$ cat config.mk
export PLATFORM = sky130hd
export DESIGN_NAME = pmu_unit
export DESIGN_NICKNAME = d
export VERILOG_FILES = /design/src/rtl/pmu_pkg.sv /design/src/rtl/pmu_evq.sv /design/src/rtl/pmu_ctr.sv /design/src/rtl/pmu_unit.sv
export SDC_FILE = /design/constraint.sdc
export NUM_CORES = 1
export LEC_CHECK = 0
export ABC_AREA = 1
export BUFFER_PORTS_ARGS = -buffer_cell sky130_fd_sc_hd__clkbuf_2
export CAP_MARGIN = 20
export CORE_MARGIN = 3
export CORE_UTILIZATION = 43
export CTS_CLUSTER_SIZE = 8
export DETAILED_ROUTE_END_ITERATION = 12
export PLACE_DENSITY_LB_ADDON = 0.2
export SLEW_MARGIN = 20
export SYNTH_ARGS = -nofsm -noshare
export SYNTH_HDL_FRONTEND = slang
export SYNTH_HIERARCHICAL = 1
export SYNTH_SLANG_ARGS = --single-unit
$ cat constraint.sdc
create_clock -name clk -period 9.91 [get_ports clk]
set_input_delay 0.991 -clock clk [delete_from_list [all_inputs] [get_ports clk]]
set_output_delay 0.991 -clock clk [all_outputs]
set_load 0.03 [all_outputs]
$ cat src/rtl/pmu_pkg.sv
// Shared register offsets, field codes and the configuration record.
// Assumes 64-bit registers on 8-byte aligned byte addresses.
package pmu_pkg;
    localparam logic [11:0] OFS_CAP    = 12'h000;
    localparam logic [11:0] OFS_OVF    = 12'h010;
    localparam logic [11:0] OFS_FRZ    = 12'h018;
    localparam logic [3:0]  PAGE_EVCAP = 4'h1;
    localparam logic [3:0]  PAGE_CFG   = 4'h2;
    localparam logic [3:0]  PAGE_VAL   = 4'hC;
    localparam logic [1:0]  KIND_FIXED = 2'd1;
    localparam logic [1:0]  KIND_CONF  = 2'd2;

    typedef struct packed {
        logic [4:0]  grp;
        logic [31:0] mask;
        logic [7:0]  thr;
        logic        inv;
        logic        edg;
        logic        foe;
        logic        ioe;
        logic        en;
        logic [1:0]  kind;
    } cfg_t;

    // Split a written configuration word into its fields.
    function automatic cfg_t cfg_unpack(input logic [63:0] w);
        cfg_t c;
        c.grp  = w[63:59];
        c.mask = w[55:24];
        c.thr  = w[23:16];
        c.inv  = w[12];
        c.edg  = w[11];
        c.foe  = w[10];
        c.ioe  = w[9];
        c.en   = w[8];
        c.kind = w[1:0];
        return c;
    endfunction

    // Build the readable configuration word from its fields.
    function automatic logic [63:0] cfg_pack(input cfg_t c);
        logic [63:0] w;
        w        = '0;
        w[63:59] = c.grp;
        w[55:24] = c.mask;
        w[23:16] = c.thr;
        w[12]    = c.inv;
        w[11]    = c.edg;
        w[10]    = c.foe;
        w[9]     = c.ioe;
        w[8]     = c.en;
        w[1:0]   = c.kind;
        return w;
    endfunction
endpackage

$ cat src/rtl/pmu_evq.sv
// Event qualifier: selects one group, masks it, sums the active bits and
// applies the threshold, invert and edge options to give the per-cycle
// increment. Assumes EVT_W <= 32 so the sum fits a 9-bit compare.
module pmu_evq #(
    parameter int EVT_W   = 8,
    parameter int NUM_GRP = 2,
    parameter int INC_W   = $clog2(EVT_W + 1)
) (
    input  logic                     clk,
    input  logic                     rst_n,
    input  logic [NUM_GRP*EVT_W-1:0] evt_i,
    input  logic [EVT_W-1:0]         mask,
    input  logic [4:0]               grp,
    input  logic [7:0]               thr,
    input  logic                     inv,
    input  logic                     edg,
    output logic [INC_W-1:0]         inc
);
    logic [EVT_W-1:0] sel;
    logic [INC_W-1:0] sum;
    logic [8:0]       sum9, eff_thr;
    logic             raw_mode, pass, level, level_q;

    // Pick the chosen group's vector; an index past the last group gives zero.
    always_comb begin
        sel = '0;
        for (int g = 0; g < NUM_GRP; g++)
            if (grp == 5'(g)) sel = evt_i[g*EVT_W +: EVT_W];
    end

    // Count the selected events that the mask lets through.
    always_comb begin
        sum = '0;
        for (int b = 0; b < EVT_W; b++)
            sum = sum + INC_W'(sel[b] & mask[b]);
    end

    // Threshold, invert and edge qualification.
    always_comb begin
        sum9     = 9'(sum);
        eff_thr  = (thr == 8'd0) ? 9'd1 : {1'b0, thr};
        raw_mode = !inv && (thr <= 8'd1);
        pass     = inv ? (sum9 < eff_thr) : (sum9 >= eff_thr);
        level    = raw_mode ? (sum != '0) : pass;
        if (edg)           inc = INC_W'(level && !level_q);
        else if (raw_mode) inc = sum;
        else               inc = INC_W'(pass);
    end

    // Remember last cycle's condition for edge detection.
    always_ff @(posedge clk) begin
        if (!rst_n) level_q <= 1'b0;
        else        level_q <= level;
    end
endmodule

$ cat src/rtl/pmu_ctr.sv
// One counter slice: configuration register, qualifier and value register.
// A fixed counter holds a constant all-ones mask and group FIX_GRP.
// Assumes the top decodes the write strobes.
module pmu_ctr
    import pmu_pkg::*;
#(
    parameter int CNT_W    = 16,
    parameter int EVT_W    = 8,
    parameter int NUM_GRP  = 2,
    parameter bit IS_FIXED = 1'b0,
    parameter int FIX_GRP  = 0
) (
    input  logic                     clk,
    input  logic                     rst_n,
    input  logic [NUM_GRP*EVT_W-1:0] evt_i,
    input  logic                     cfg_we,
    input  cfg_t                     cfg_in,
    input  logic                     val_we,
    input  logic [CNT_W-1:0]         val_in,
    input  logic                     frozen,
    output cfg_t                     cfg_o,
    output logic [CNT_W-1:0]         cnt_o,
    output logic                     wrap_o
);
    localparam int INC_W = $clog2(EVT_W + 1);

    logic             en_q, ioe_q, foe_q, edg_q, inv_q;
    logic [7:0]       thr_q;
    logic [EVT_W-1:0] mask_v;
    logic [4:0]       grp_v;
    logic [INC_W-1:0] inc;
    logic [CNT_W-1:0] cnt_q, cnt_nx;
    logic             carry, active;
    logic             unused_cfg;

    assign unused_cfg = ^{cfg_in.kind, cfg_in.mask, cfg_in.grp};

    // Writable qualifier and control fields.
    always_ff @(posedge clk) begin
        if (!rst_n) begin
            {en_q, ioe_q, foe_q, edg_q, inv_q} <= '0;
            thr_q <= '0;
        end else if (cfg_we) begin
            {en_q, ioe_q, foe_q, edg_q, inv_q} <=
                {cfg_in.en, cfg_in.ioe, cfg_in.foe, cfg_in.edg, cfg_in.inv};
            thr_q <= cfg_in.thr;
        end
    end

    generate
        if (IS_FIXED) begin : g_fixed
            assign mask_v = '1;
            assign grp_v  = 5'(FIX_GRP);
        end else begin : g_conf
            logic [EVT_W-1:0] mask_q;
            logic [4:0]       grp_q;
            // Software-chosen event mask and group.
            always_ff @(posedge clk) begin
                if (!rst_n) begin
                    mask_q <= '0;
                    grp_q  <= '0;
                end else if (cfg_we) begin
                    mask_q <= cfg_in.mask[EVT_W-1:0];
                    grp_q  <= cfg_in.grp;
                end
            end
            assign mask_v = mask_q;
            assign grp_v  = grp_q;
        end
    endgenerate

    pmu_evq #(.EVT_W(EVT_W), .NUM_GRP(NUM_GRP)) u_evq (
        .clk(clk), .rst_n(rst_n), .evt_i(evt_i), .mask(mask_v), .grp(grp_v),
        .thr(thr_q), .inv(inv_q), .edg(edg_q), .inc(inc)
    );

    // Next value and carry out of the counter width.
    always_comb begin
        active          = en_q && !frozen && !val_we;
        {carry, cnt_nx} = {1'b0, cnt_q} + (CNT_W+1)'(inc);
        wrap_o          = active && carry;
    end

    // Counter value: a software load wins over counting.
    always_ff @(posedge clk) begin
        if (!rst_n)      cnt_q <= '0;
        else if (val_we) cnt_q <= val_in;
        else if (active) cnt_q <= cnt_nx;
    end

    // Readable view of the configuration.
    always_comb begin
        cfg_o      = '0;
        cfg_o.kind = IS_FIXED ? KIND_FIXED : KIND_CONF;
        cfg_o.en   = en_q;
        cfg_o.ioe  = ioe_q;
        cfg_o.foe  = foe_q;
        cfg_o.edg  = edg_q;
        cfg_o.inv  = inv_q;
        cfg_o.thr  = thr_q;
        cfg_o.mask[EVT_W-1:0] = mask_v;
        cfg_o.grp  = grp_v;
    end

    assign cnt_o = cnt_q;
endmodule

$ cat src/rtl/pmu_unit.sv
// Top of the event counter unit: register decode, overflow and freeze
// registers, interrupt and read mux. Assumes NUM_CNT <= 32, NUM_GRP <= 32,
// EVT_W <= 32 and CNT_W <= 64.
module pmu_unit
    import pmu_pkg::*;
#(
    parameter int NUM_CNT   = 4,
    parameter int CNT_W     = 16,
    parameter int NUM_GRP   = 2,
    parameter int EVT_W     = 8,
    parameter int NUM_FIXED = 1
) (
    input  logic                     clk,
    input  logic                     rst_n,
    input  logic                     reg_wr,
    input  logic [11:0]              reg_addr,
    input  logic [63:0]              reg_wdata,
    output logic [63:0]              reg_rdata,
    input  logic [NUM_GRP*EVT_W-1:0] evt_i,
    output logic                     irq_o
);
    localparam logic [63:0] CAP_WORD =
        (64'd7 << 48) | (64'(NUM_GRP - 1) << 20) | (64'(CNT_W) << 8) | 64'(NUM_CNT - 1);

    cfg_t               cfg_in;
    cfg_t               cfg_rd [NUM_CNT];
    logic [CNT_W-1:0]   cnt_rd [NUM_CNT];
    logic [NUM_CNT-1:0] wrap, ioe_v, foe_v, ovf_q, frz_q;
    logic [4:0]         idx;
    logic               wr_ovf, wr_frz;
    logic               unused_wbits;

    assign cfg_in       = cfg_unpack(reg_wdata);
    assign idx          = reg_addr[7:3];
    assign wr_ovf       = reg_wr && (reg_addr == OFS_OVF);
    assign wr_frz       = reg_wr && (reg_addr == OFS_FRZ);
    assign unused_wbits = ^reg_wdata;

    generate
        for (genvar i = 0; i < NUM_CNT; i++) begin : g_ctr
            logic cfg_we, val_we;
            assign cfg_we = reg_wr && (reg_addr == {PAGE_CFG, 8'(8*i)});
            assign val_we = reg_wr && (reg_addr == {PAGE_VAL, 8'(8*i)});
            pmu_ctr #(
                .CNT_W(CNT_W), .EVT_W(EVT_W), .NUM_GRP(NUM_GRP),
                .IS_FIXED(i < NUM_FIXED), .FIX_GRP(i % NUM_GRP)
            ) u_ctr (
                .clk(clk), .rst_n(rst_n), .evt_i(evt_i),
                .cfg_we(cfg_we), .cfg_in(cfg_in),
                .val_we(val_we), .val_in(reg_wdata[CNT_W-1:0]),
                .frozen(frz_q[i]), .cfg_o(cfg_rd[i]), .cnt_o(cnt_rd[i]),
                .wrap_o(wrap[i])
            );
            assign ioe_v[i] = cfg_rd[i].ioe;
            assign foe_v[i] = cfg_rd[i].foe;
        end
    endgenerate

    // Overflow flags: set by a wrap, cleared by writing ones; a set wins.
    always_ff @(posedge clk) begin
        if (!rst_n) ovf_q <= '0;
        else        ovf_q <= (ovf_q & ~(wr_ovf ? reg_wdata[NUM_CNT-1:0] : '0)) | wrap;
    end

    // Freeze bits: a freezing wrap stops every counter, otherwise software sets them.
    always_ff @(posedge clk) begin
        if (!rst_n)                frz_q <= '0;
        else if (|(wrap & foe_v))  frz_q <= '1;
        else if (wr_frz)           frz_q <= reg_wdata[NUM_CNT-1:0];
    end

    assign irq_o = |(ovf_q & ioe_v);

    // Read mux by address page and index.
    always_comb begin
        reg_rdata = '0;
        if (reg_addr[2:0] == 3'd0) begin
            unique case (reg_addr[11:8])
                4'h0: begin
                    if (reg_addr == OFS_CAP)      reg_rdata = CAP_WORD;
                    else if (reg_addr == OFS_OVF) reg_rdata = 64'(ovf_q);
                    else if (reg_addr == OFS_FRZ) reg_rdata = 64'(frz_q);
                end
                PAGE_EVCAP: if (32'(idx) < NUM_GRP)
                    reg_rdata = (64'(idx) << 32) | 64'({EVT_W{1'b1}});
                PAGE_CFG:   if (32'(idx) < NUM_CNT) reg_rdata = cfg_pack(cfg_rd[idx]);
                PAGE_VAL:   if (32'(idx) < NUM_CNT) reg_rdata = 64'(cnt_rd[idx]);
                default:    reg_rdata = '0;
            endcase
        end
    end
endmodule

## Word-level counts from Yosys, hierarchy flattened

Cells that the tools add are included.

- Output and inout bits: 65
- Bits in registers: 167

- Reduce and logical (&&, ||, !) cells: 67
- Eq/ne operators: 16
- Multiplexer cells: 51
- Magnitude comparators: 15
- Add/sub/neg operators: 32
- Bitwise logic cells: 30

Operators by type and width:

| kind | number |
|---|---|
| case mux 64 bit (4 select lines) | 1 |
| two-way mux 16 bit | 11 |
| two-way mux 64 bit | 2 |
| binary-select mux 52 bit (select 2 bit) | 1 |
| two-way mux 52 bit | 2 |
| two-way mux 8 bit | 10 |
| adder 16 x 4 -> 17 bit | 4 |
| adder 4 x 1 -> 4 bit | 16 |
| two-way mux 4 bit | 13 |
| two-way mux 51 bit | 1 |
| == test 12 x 10 -> 1 bit, second input constant | 4 |
| == test 12 bit, second input constant | 4 |
| two-way mux 37 bit | 1 |
| binary-select mux 16 bit (select 2 bit) | 1 |
| greater-or-equal comparator 4 x 8 -> 1 bit | 4 |
| <= comparator 8 x 1 -> 1 bit, second input constant | 4 |
| logical NOT 8 bit | 4 |
| less-than comparator 4 x 8 -> 1 bit | 4 |
| logical AND 1 bit | 30 |
| bitwise AND 1 bit | 24 |
| == test 12 x 5 -> 1 bit, second input constant | 2 |
| adder 3 x 1 -> 4 bit | 4 |
| logical NOT 1 bit | 16 |
| nonzero test 4 bit | 4 |
| other kinds (20) | 44 |

## Longest topological paths before layout

Gate-level depths: netlist (run 1).

- Word-level depth: 21
- Depth in mapped cells: 37

## Modules after synthesis

The synthesis (run 1) kept the hierarchy.

By module, submodules not included:

| module | area each (µm²) | times used | cells an instance |
|---|---|---|---|
| pmu_ctr (g_ctr[1].u_ctr ...) | 2404.8 | 3 | 343 |
| pmu_unit | 3286.9 | 1 | 696 |
| pmu_ctr (g_ctr[0].u_ctr) | 2011.9 | 1 | 303 |
| pmu_evq (g_ctr[1].u_ctr.u_evq ...) | 616.8 | 3 | 104 |
| pmu_evq (g_ctr[0].u_ctr.u_evq) | 604.3 | 1 | 103 |

## Worst setup path before layout (run 1)

No wires, ideal clock.

- Kind: input to register
- From: input port evt_i[8]
- To: register frz_q[0]
- Stages: 34
- Path slack: 3966 ps
- Arrival: 5824 ps
- Path through: nand2_1 a21boi_1 fa_1 inv_1 fa_1 inv_1 fa_1 ha_1 fa_1 inv_1 nand2_1 nand2_1 inv_1 ha_1 nand2_1 inv_1 nand2_1 nand2_1 nand2_1 nand3_2 nand3b_1 nand2_1 ha_1 fa_1 nand2_2 nand2_4 nand3_2 nor2_1 inv_1 o21ai_0 nor2_1 nand2_1 nand2_1 a21oi_1

- Cells in the longest elaborated chain, start to end: 19
- Elaborated cells on any way between the ends: 61

Ends and longest elaborated chain:

| element | line | text |
|---|---|---|
| from (decl) | pmu_unit.sv:19 | `input logic [NUM_GRP*EVT_W-1:0] evt_i,` |
| two-way mux 8 bit * | pmu_evq.sv:28 | `if (grp == 5'(g)) sel = evt_i[g*EVT_W +: EVT_W];` |
| bitwise AND 1 bit * | pmu_evq.sv:35 | `sum = sum + INC_W'(sel[b] & mask[b]);` |
| adder 1 x 1 -> 2 bit * | pmu_evq.sv:35 |  |
| adder 2 x 1 -> 3 bit * | pmu_evq.sv:35 |  |
| adder 3 x 1 -> 4 bit * | pmu_evq.sv:35 |  |
| adder 4 x 1 -> 4 bit * (4 in series) | pmu_evq.sv:35 |  |
| greater-or-equal comparator 4 x 8 -> 1 bit or less-than comparator 4 x 8 -> 1 bit (tied branches) | pmu_evq.sv:43 | `pass = inv ? (sum9 < eff_thr) : (sum9 >= eff_thr);` |
| two-way mux 1 bit | pmu_evq.sv:43 |  |
| (+2 left out) | -- |  |
| two-way mux 4 bit * | pmu_evq.sv:45 | `if (edg) inc = INC_W'(level && !level_q);` |
| named net g_ctr[2].u_ctr.inc[0] | pmu_ctr.sv:31 | `logic [INC_W-1:0] inc;` |
| adder 16 x 4 -> 17 bit * | pmu_ctr.sv:80 | `{carry, cnt_nx} = {1'b0, cnt_q} + (CNT_W+1)'(inc);` |
| logical AND 1 bit * | pmu_ctr.sv:81 | `wrap_o = active && carry;` |
| named net wrap[2] | pmu_unit.sv:28 | `logic [NUM_CNT-1:0] wrap, ioe_v, foe_v, ovf_q, frz_q;` |
| bitwise AND 4 bit * | pmu_unit.sv:68 | `else if (\|(wrap & foe_v)) frz_q <= '1;` |
| OR reduction 4 bit * | pmu_unit.sv:68 |  |
| two-way mux 4 bit or nonzero test 2 bit (tied branches) | -- |  |
| to (signal assigned) | pmu_unit.sv:69 | `else if (wr_frz) frz_q <= reg_wdata[NUM_CNT-1:0];` |
| to (decl) | pmu_unit.sv:28 |  |

Mark *: on every way through the listed nets, which the timed path passes. The rest lies on a longest branch.
A chain may end at the register's enable or synchronous reset.

## Worst setup path in the final report (run 1)

- From: register g_ctr[3].u_ctr.g_conf.grp_q[3]
- To: register frz_q[0]

- Cells in the longest elaborated chain, start to end: 21
- Elaborated cells on any way between the ends: 33

Ends and longest elaborated chain:

| element | line | text |
|---|---|---|
| from (decl) | pmu_ctr.sv:56 | `logic [4:0] grp_q;` |
| from (signal assigned) | pmu_ctr.sv:64 | `grp_q <= cfg_in.grp;` |
| logical NOT 5 bit | pmu_evq.sv:28 |  |
| two-way mux 8 bit | pmu_evq.sv:28 |  |
| two-way mux 8 bit * | pmu_evq.sv:28 |  |
| bitwise AND 1 bit | pmu_evq.sv:35 |  |
| adder 1 x 1 -> 2 bit | pmu_evq.sv:35 |  |
| adder 2 x 1 -> 3 bit | pmu_evq.sv:35 |  |
| adder 3 x 1 -> 4 bit | pmu_evq.sv:35 |  |
| adder 4 x 1 -> 4 bit (3 in series) | pmu_evq.sv:35 |  |
| (+5 left out) | -- |  |
| two-way mux 4 bit * | pmu_evq.sv:45 |  |
| named net g_ctr[3].u_ctr.inc[0] | pmu_ctr.sv:31 |  |
| adder 16 x 4 -> 17 bit * | pmu_ctr.sv:80 |  |
| logical AND 1 bit * | pmu_ctr.sv:81 |  |
| named net wrap[3] | pmu_unit.sv:28 |  |
| bitwise AND 4 bit * | pmu_unit.sv:68 |  |
| OR reduction 4 bit * | pmu_unit.sv:68 |  |
| two-way mux 4 bit or nonzero test 2 bit (tied branches) | -- |  |

Marks and branches as above.

==> results.md, run 1 <==
* Critical path origin: g_ctr[3].u_ctr/g_conf.grp_q[3]
* Hold Path Class: register to register
* Post-synthesis register bit count at 167
* Post-CTS Resized at 0
* Fraction of layout cells with a size suffix above 1 at 13.24%
* Site Rows at 67
* Design Area, Final at 0.01583 sq mm
* Tot Pwr at 1.551 mW
* Period utilization at 64.34%
* Reg-to-reg slack, setup at 3530 ps
* Fin crit period at 6376 ps
* Crit Path Max Fanout at 9
* CTS tree: built
* Total gr overflow at 0
* Syn Inst Count at 2443
* TritonRoute pass-1 iters at 6
* Gpl congestion at 0.9248
* Synthesis Warnings at 6
* Fmax at 156.8 MHz
* CP Data Arrival Time at 6690 ps
* Via count at 15143
* Startpoint types: register
* Reg2Reg Capture Point: frz_q[0]
* Hold_buf cts at 0
* Initial core utilization at 44.09%
* CTS sink cnt at 167
* R2R Path Start: g_ctr[3].u_ctr/g_conf.grp_q[3]
* Routed Antenna Nets at 0
* Initial DRC count at 1347
* Largest net degree at the start of global routing at 115
* Largest cells by area after synthesis: dfxtp_1, nor2_1, nand2_1
* Setup bufs post-CTS at 0
* Worst Tran Pin Value at 1138 ps
* Root buffer cell: clkbuf_16
* # port buffers at 129
* Endpoints failing hold at 0
* WP depth at 37
* Overall routed net length at 48.01 mm
* Status: finished clean
* Clk Latency, worst-skew pair at 450 ps
* Routed len/inst at 16.24 um
* Gr usage total at 26.07%
* Most used cell, CP: nand2_1
* Max incr delay on CP at 450 ps
* Placed Cells at 2924
* Core area at 0.03395 sq mm
* Crit path capture type: register
* Global-route wire length before repair at 76.05 mm
* Htree depth at 4
* Leak at 7.399 nW
* DRC viols at 0
* Post-synth top area cell: dfxtp_1
* Register area share after synthesis at 22.34%
* Nets at 2654
* Buf/Inv on CP at 6
* Commonest cells after routing, fill and taps aside: nor2_1, nand2_1, o21ai_0, inv_1, dfxtp_1
* Total clock buffers created by CTS at 17
* Total I/O pin count at 160
* Avg Inst Size Synth at 6.127 sq um
* Vias in the first global route at 14134
* DIE WIDTH at 192.6 um
* Die Y at 192.6 um
* RSZ-0062 raised after global routing: no
* Slew headroom at 24.14%
* Max stage delay cell, worst path: fa_1
* Peak VDD IR at 0.09583 mV
* Detailed Place HPWL at 34.52 mm
* CP endpoint: frz_q[0]
* Full die area at 0.03709 sq mm
* TNS Setup at 0 ps
* Slew Limit Fails at 0
* Data required, critical path at 10230 ps
* Synth unique cells at 44
* Crit path kind: register to register
* Max Cap Viol at 0
* Area Growth Syn to Fin at 5.726%
* Final cell count without fillers at 2956
* Clock-pin slew on the worst setup and hold paths at 70 ps
* Power per cell area at 98.02 mW/mm^2
* Final setup viols at 0
* ANT cells at 0
* Post-synth top area share at 22.34%
* Max Clock Skew at 14.88 ps
* Mapped cell area at 0.01497 sq mm
* CTS max path bufs at 2
* Reg2Reg Depth at 37
* Vias per cell at 5.123
* Top Family by Delay on Critical Path: adder cells
* Antenna violations before repair at 0
* Post-DP Area at 0.01521 sq mm
==> cell usage after synthesis, drive strengths merged <==
library cell / number
or2: 9
o22ai: 8
inv: 255
nor3: 22
a22o: 9
nand3: 153
fa: 20
dfxtp: 167
a21boi: 24
a31oi: 21
a22oi: 3
xor2: 11
a211oi: 1
clkinv: 3
and2: 3
xnor2: 1
nor2: 521
conb: 9
o21ai: 263
nand2: 505
o211ai: 1
buf: 192
clkbuf: 42
ha: 44
nand3b: 6
nand4: 22
a21oi: 128
==> worst min-delay path by stage <==
| stage | slack (ps) | end | cells after the start | startpoint |
|---|---|---|---|---|
| after floorplan | 450 | ovf_q[2] | 2 | ovf_q[2] |
| after global placement | 480 | g_ctr[2].u_ctr/foe_q | 2 | g_ctr[2].u_ctr/foe_q |
| after detailed placement | 480 | ovf_q[2] | 2 | ovf_q[2] |
| after CTS | 490 | ovf_q[2] | 2 | ovf_q[2] |
| after global routing | 520 | g_ctr[3].u_ctr/en_q | 2 | g_ctr[3].u_ctr/en_q |
| final | 500 | ovf_q[2] | 2 | ovf_q[2] |
==> metrics by stage <==
step	utilization (%)	setup WS (ps)	hold WS, ps
CTS	46.61	3576	490.7
finish	46.61	3534	496.1
global route	46.61	3063	518.7
floorplan	-	3966	453.3
global placement	44.79	3223	479.3
detailed placement	44.79	3183	480.2
==> routing by layer <==
layer  part of all wire [%]  GRT usage, %
met5                      0             0
met4                    3.1         8.882
met3                    7.1         4.124
met2                     44         41.20
met1                     46         36.13
==> final cells by class <==
cell class / count / area [sq um]
Multi-Input combinational cell: 1908 / 9580
Clock inverter: 14 / 187.7
Fill cell: 3573 / 18130
Sequential cell: 167 / 3343
Inverter: 258 / 970.9
Timing Repair Buffer: 143 / 753.2
Clock buffer: 18 / 429.2
Tap cell: 448 / 560.5
==> kinds of logic after synthesis <==
family | after synthesis | share of synthesized area (%)
XOR/XNOR | 12 | 0.7022
AO/OA/AOI/OAI | 458 | 16.74
AND/OR/NAND/NOR | 1241 | 36.82
flip-flops | 167 | 22.34
adder cells (fa/ha/maj) | 64 | 6.353
other | 9 | 0.2257
buffers and inverters | 492 | 16.82
==> state kept, by name, indices dropped and copies added (netlist names) <==
register                   cells
g_ctr.u_ctr/en_q               4
g_ctr.u_ctr/edg_q              4
g_ctr.u_ctr/g_conf.grp_q      15
frz_q                          4
ovf_q                          4
g_ctr.u_ctr/thr_q             32
g_ctr.u_ctr/ioe_q              4
g_ctr.u_ctr/foe_q              4
g_ctr.u_ctr/inv_q              4
g_ctr.u_ctr/g_conf.mask_q     24
g_ctr.u_ctr/u_evq/level_q      4
g_ctr.u_ctr/cnt_o             64
==> worst reg2reg max path, delay by kind of cell (launching register included) <==
kind | cells | cell delay [ps]
buffers and inverters | 6 | 540
adders and majority gates | 8 | 2860
DFF | 1 | 330
and+or+nand+nor | 20 | 2170
AOI/OAI and AO/OA | 3 | 370
==> power breakdown <==
group | leakage, nW | total [mW] | internal [mW] | switching (mW)
combinational | 5.75 | 0.150 | 0.0403 | 0.110
clock | 0.304 | 0.730 | 0.405 | 0.325
sequential | 1.34 | 0.671 | 0.671 | 0.000156
total | 7.40 | 1.55 | 1.12 | 0.435
No activity file was read; power rests on OpenSTA's default activity.
==> run 2: changes to the inputs <==
==> constraint.sdc (replaced) <==
create_clock -name clk -period 5.2 [get_ports clk]
set_input_delay 0.52 -clock clk [delete_from_list [all_inputs] [get_ports clk]]
set_output_delay 0.52 -clock clk [all_outputs]
set_load 0.03 [all_outputs]
==> results.md, run 2 (same netlist as run 1, synthesis figures left out) <==
* Worst hold margin at 333.4 ps
* Global-route wire length before repair at 79.55 mm
* Fmax at 179.7 MHz
* Site Rows at 67
* Fill cells at 3441
* CTS max path bufs at 2
* Max reg flops at 64
* Vias per cell at 5.201
* Reg2Reg Capture Point: frz_q[0]
* Reg2Reg Depth at 33
* Period utilization at 107.0%
* Final setup viols at 21
* Crit Path Max Fanout at 7
* Leak at 7.999 nW
* Worst Min Path Start: reg_wdata[24]
* Hold_buf cts at 0
* Placed Cells at 2982
* Hold Path Class: input port to register
* Peak VDD IR at 0.1950 mV
* Power per cell area at 168.2 mW/mm^2
* Total clock buffers created by CTS at 17
* RSZ-0062 raised after global routing: yes
* Total I/O pin count at 160
* Gr usage total at 27.24%
* Final WS setup at -364.9 ps
* CTS tree: built
* Detailed Place HPWL at 36.17 mm
* DIE WIDTH at 192.6 um
* Top Family by Delay on Critical Path: adder cells
* Antenna violations before repair at 1
* Root buffer cell: clkbuf_16
* Max stage delay cell, worst path: fa_2
* Via count at 15945
* Routed len/inst at 16.91 um
* Routed Antenna Nets at 0
* R2R Path Start: g_ctr[3].u_ctr/g_conf.grp_q[3]
* Reg-to-reg slack, setup at -360 ps
* Max incr delay on CP at 560 ps
* Overall routed net length at 51.84 mm
* Fraction of layout cells with a size suffix above 1 at 24.19%
* Full die area at 0.03709 sq mm
* Clk Latency, worst-skew pair at 460 ps
* Clock-pin slew on the worst setup and hold paths at 80 ps
* CP Data Arrival Time at 5910 ps
* Commonest non-fill, non-tap cell in the layout: nor2_1
* Post-DP Area at 0.01569 sq mm
* Slew Limit Fails at 0
* DRC viols at 0
* Worst Tran Pin Value at 1023 ps
* Largest net degree at the start of global routing at 98
* # port buffers at 129
* Status: finished, violations left
* Area Growth Syn to Fin at 16.89%
* Final cell count without fillers at 3066
* Hold endpoint: g_ctr[1].u_ctr/g_conf.mask_q[0]
* Die Y at 192.6 um
* Initial DRC count at 1298
* Data required, critical path at 5540 ps
* Buf/Inv on CP at 3
* Fin util at 51.53%
* Most used cell, CP: nand2_2
* Fin crit period at 5565 ps
* Max Cap Viol at 0
* Core area at 0.03395 sq mm
* Gpl congestion at 1.004
* Slew headroom at 31.35%
* Commonest cells after routing, fill and taps aside: nor2_1, nand2_1, o21ai_0, inv_1, dfxtp_1
* Htree depth at 4
* Total gr overflow at 0
* Hold-critical path depth at 3
* Crit path capture type: register
* Max Clock Skew at 19.04 ps
* CTS sink cnt at 167
* Vias in the first global route at 14772
* Design Area, Final at 0.01750 sq mm
* Crit path kind: register to register
* Initial core utilization at 44.09%
* Failing checks: negative setup slack
* Endpoints failing hold at 0
* Nets at 2763
* TritonRoute pass-1 iters at 6
* Startpoint types: register
## run 2: cell types whose count changed in the layout (fill, tap and decap cells not counted), sizes merged
cell      change
clkinv        -1
clkbuf        -4
inv           +3
buf         +112
diode         +1
clkinvlp      +1
bufinv        -2
## run 2: final cells by class
type                       count  area [sq um]  share of cell area (%)
multi-input combinational   1908         10330                   59.06
sequential                   167          3367                   19.24
timing repair buffer         252          1645                   9.404
inverter                     258         985.9                   5.635
tap                          448         560.5                   3.204
clock buffer                  17         425.4                   2.432
clock inverter                15         175.2                   1.001
antenna                        1         2.502                 0.01430
## run 2: worst max path at each step
stage               cells after the start       end  slack, ps                            from
global placement                       35  frz_q[1]       -470                        evt_i[0]
finish                                 33  frz_q[0]       -360  g_ctr[3].u_ctr/g_conf.grp_q[3]
global route                           33  frz_q[0]       -650  g_ctr[3].u_ctr/g_conf.grp_q[3]
detailed placement                     36  frz_q[0]       -520                        evt_i[1]
floorplan                              37  frz_q[0]          6  g_ctr[1].u_ctr/g_conf.grp_q[1]
CTS                                    37  frz_q[1]       -260  g_ctr[1].u_ctr/g_conf.grp_q[0]
## run 2: repair_timing
action | in CTS | in global routing
buffers inserted | 46 | 22
pin swaps | 39 | 117
gates resized for setup | 67 | 166
endpoints found under the setup margin | 29 | 67
## run 2: power breakdown
| group | switching (mW) | leakage, nW | internal [mW] |
|---|---|---|---|
| clock | 0.675 | 0.294 | 0.691 |
| sequential | 0.000331 | 1.35 | 1.28 |
| combinational | 0.217 | 6.35 | 0.0814 |
| total | 0.892 | 8.00 | 2.05 |
## run 2: metal layers
layer	routed length (um)	vias to the layer above	GRT usage, %
li1	-	7844	-
met1	23060	7364	37.59
met2	22830	659	42.66
met3	4436	78	4.777
met4	1506	0	9.779
met5	0	-	0
## run 2: worst reg2reg max path: cells and delay by family (launching register included)
| family | cells | cell delay (ps) |
|---|---|---|
| fa+ha+maj | 8 | 2850 |
| simple gates | 19 | 1750 |
| buf+inv | 3 | 230 |
| compound gates | 3 | 300 |
| flops | 1 | 340 |
## run 2: per-stage QoR
stage	total power [mW]	worst slack [ps]	TNS, ps
floorplan	1.545	5.644	0
global placement	1.591	-473.3	-6963
detailed placement	1.593	-523.4	-8894
CTS	2.944	-262.9	-1905
global route	3.035	-647.7	-12390
finish	2.942	-364.9	-2878
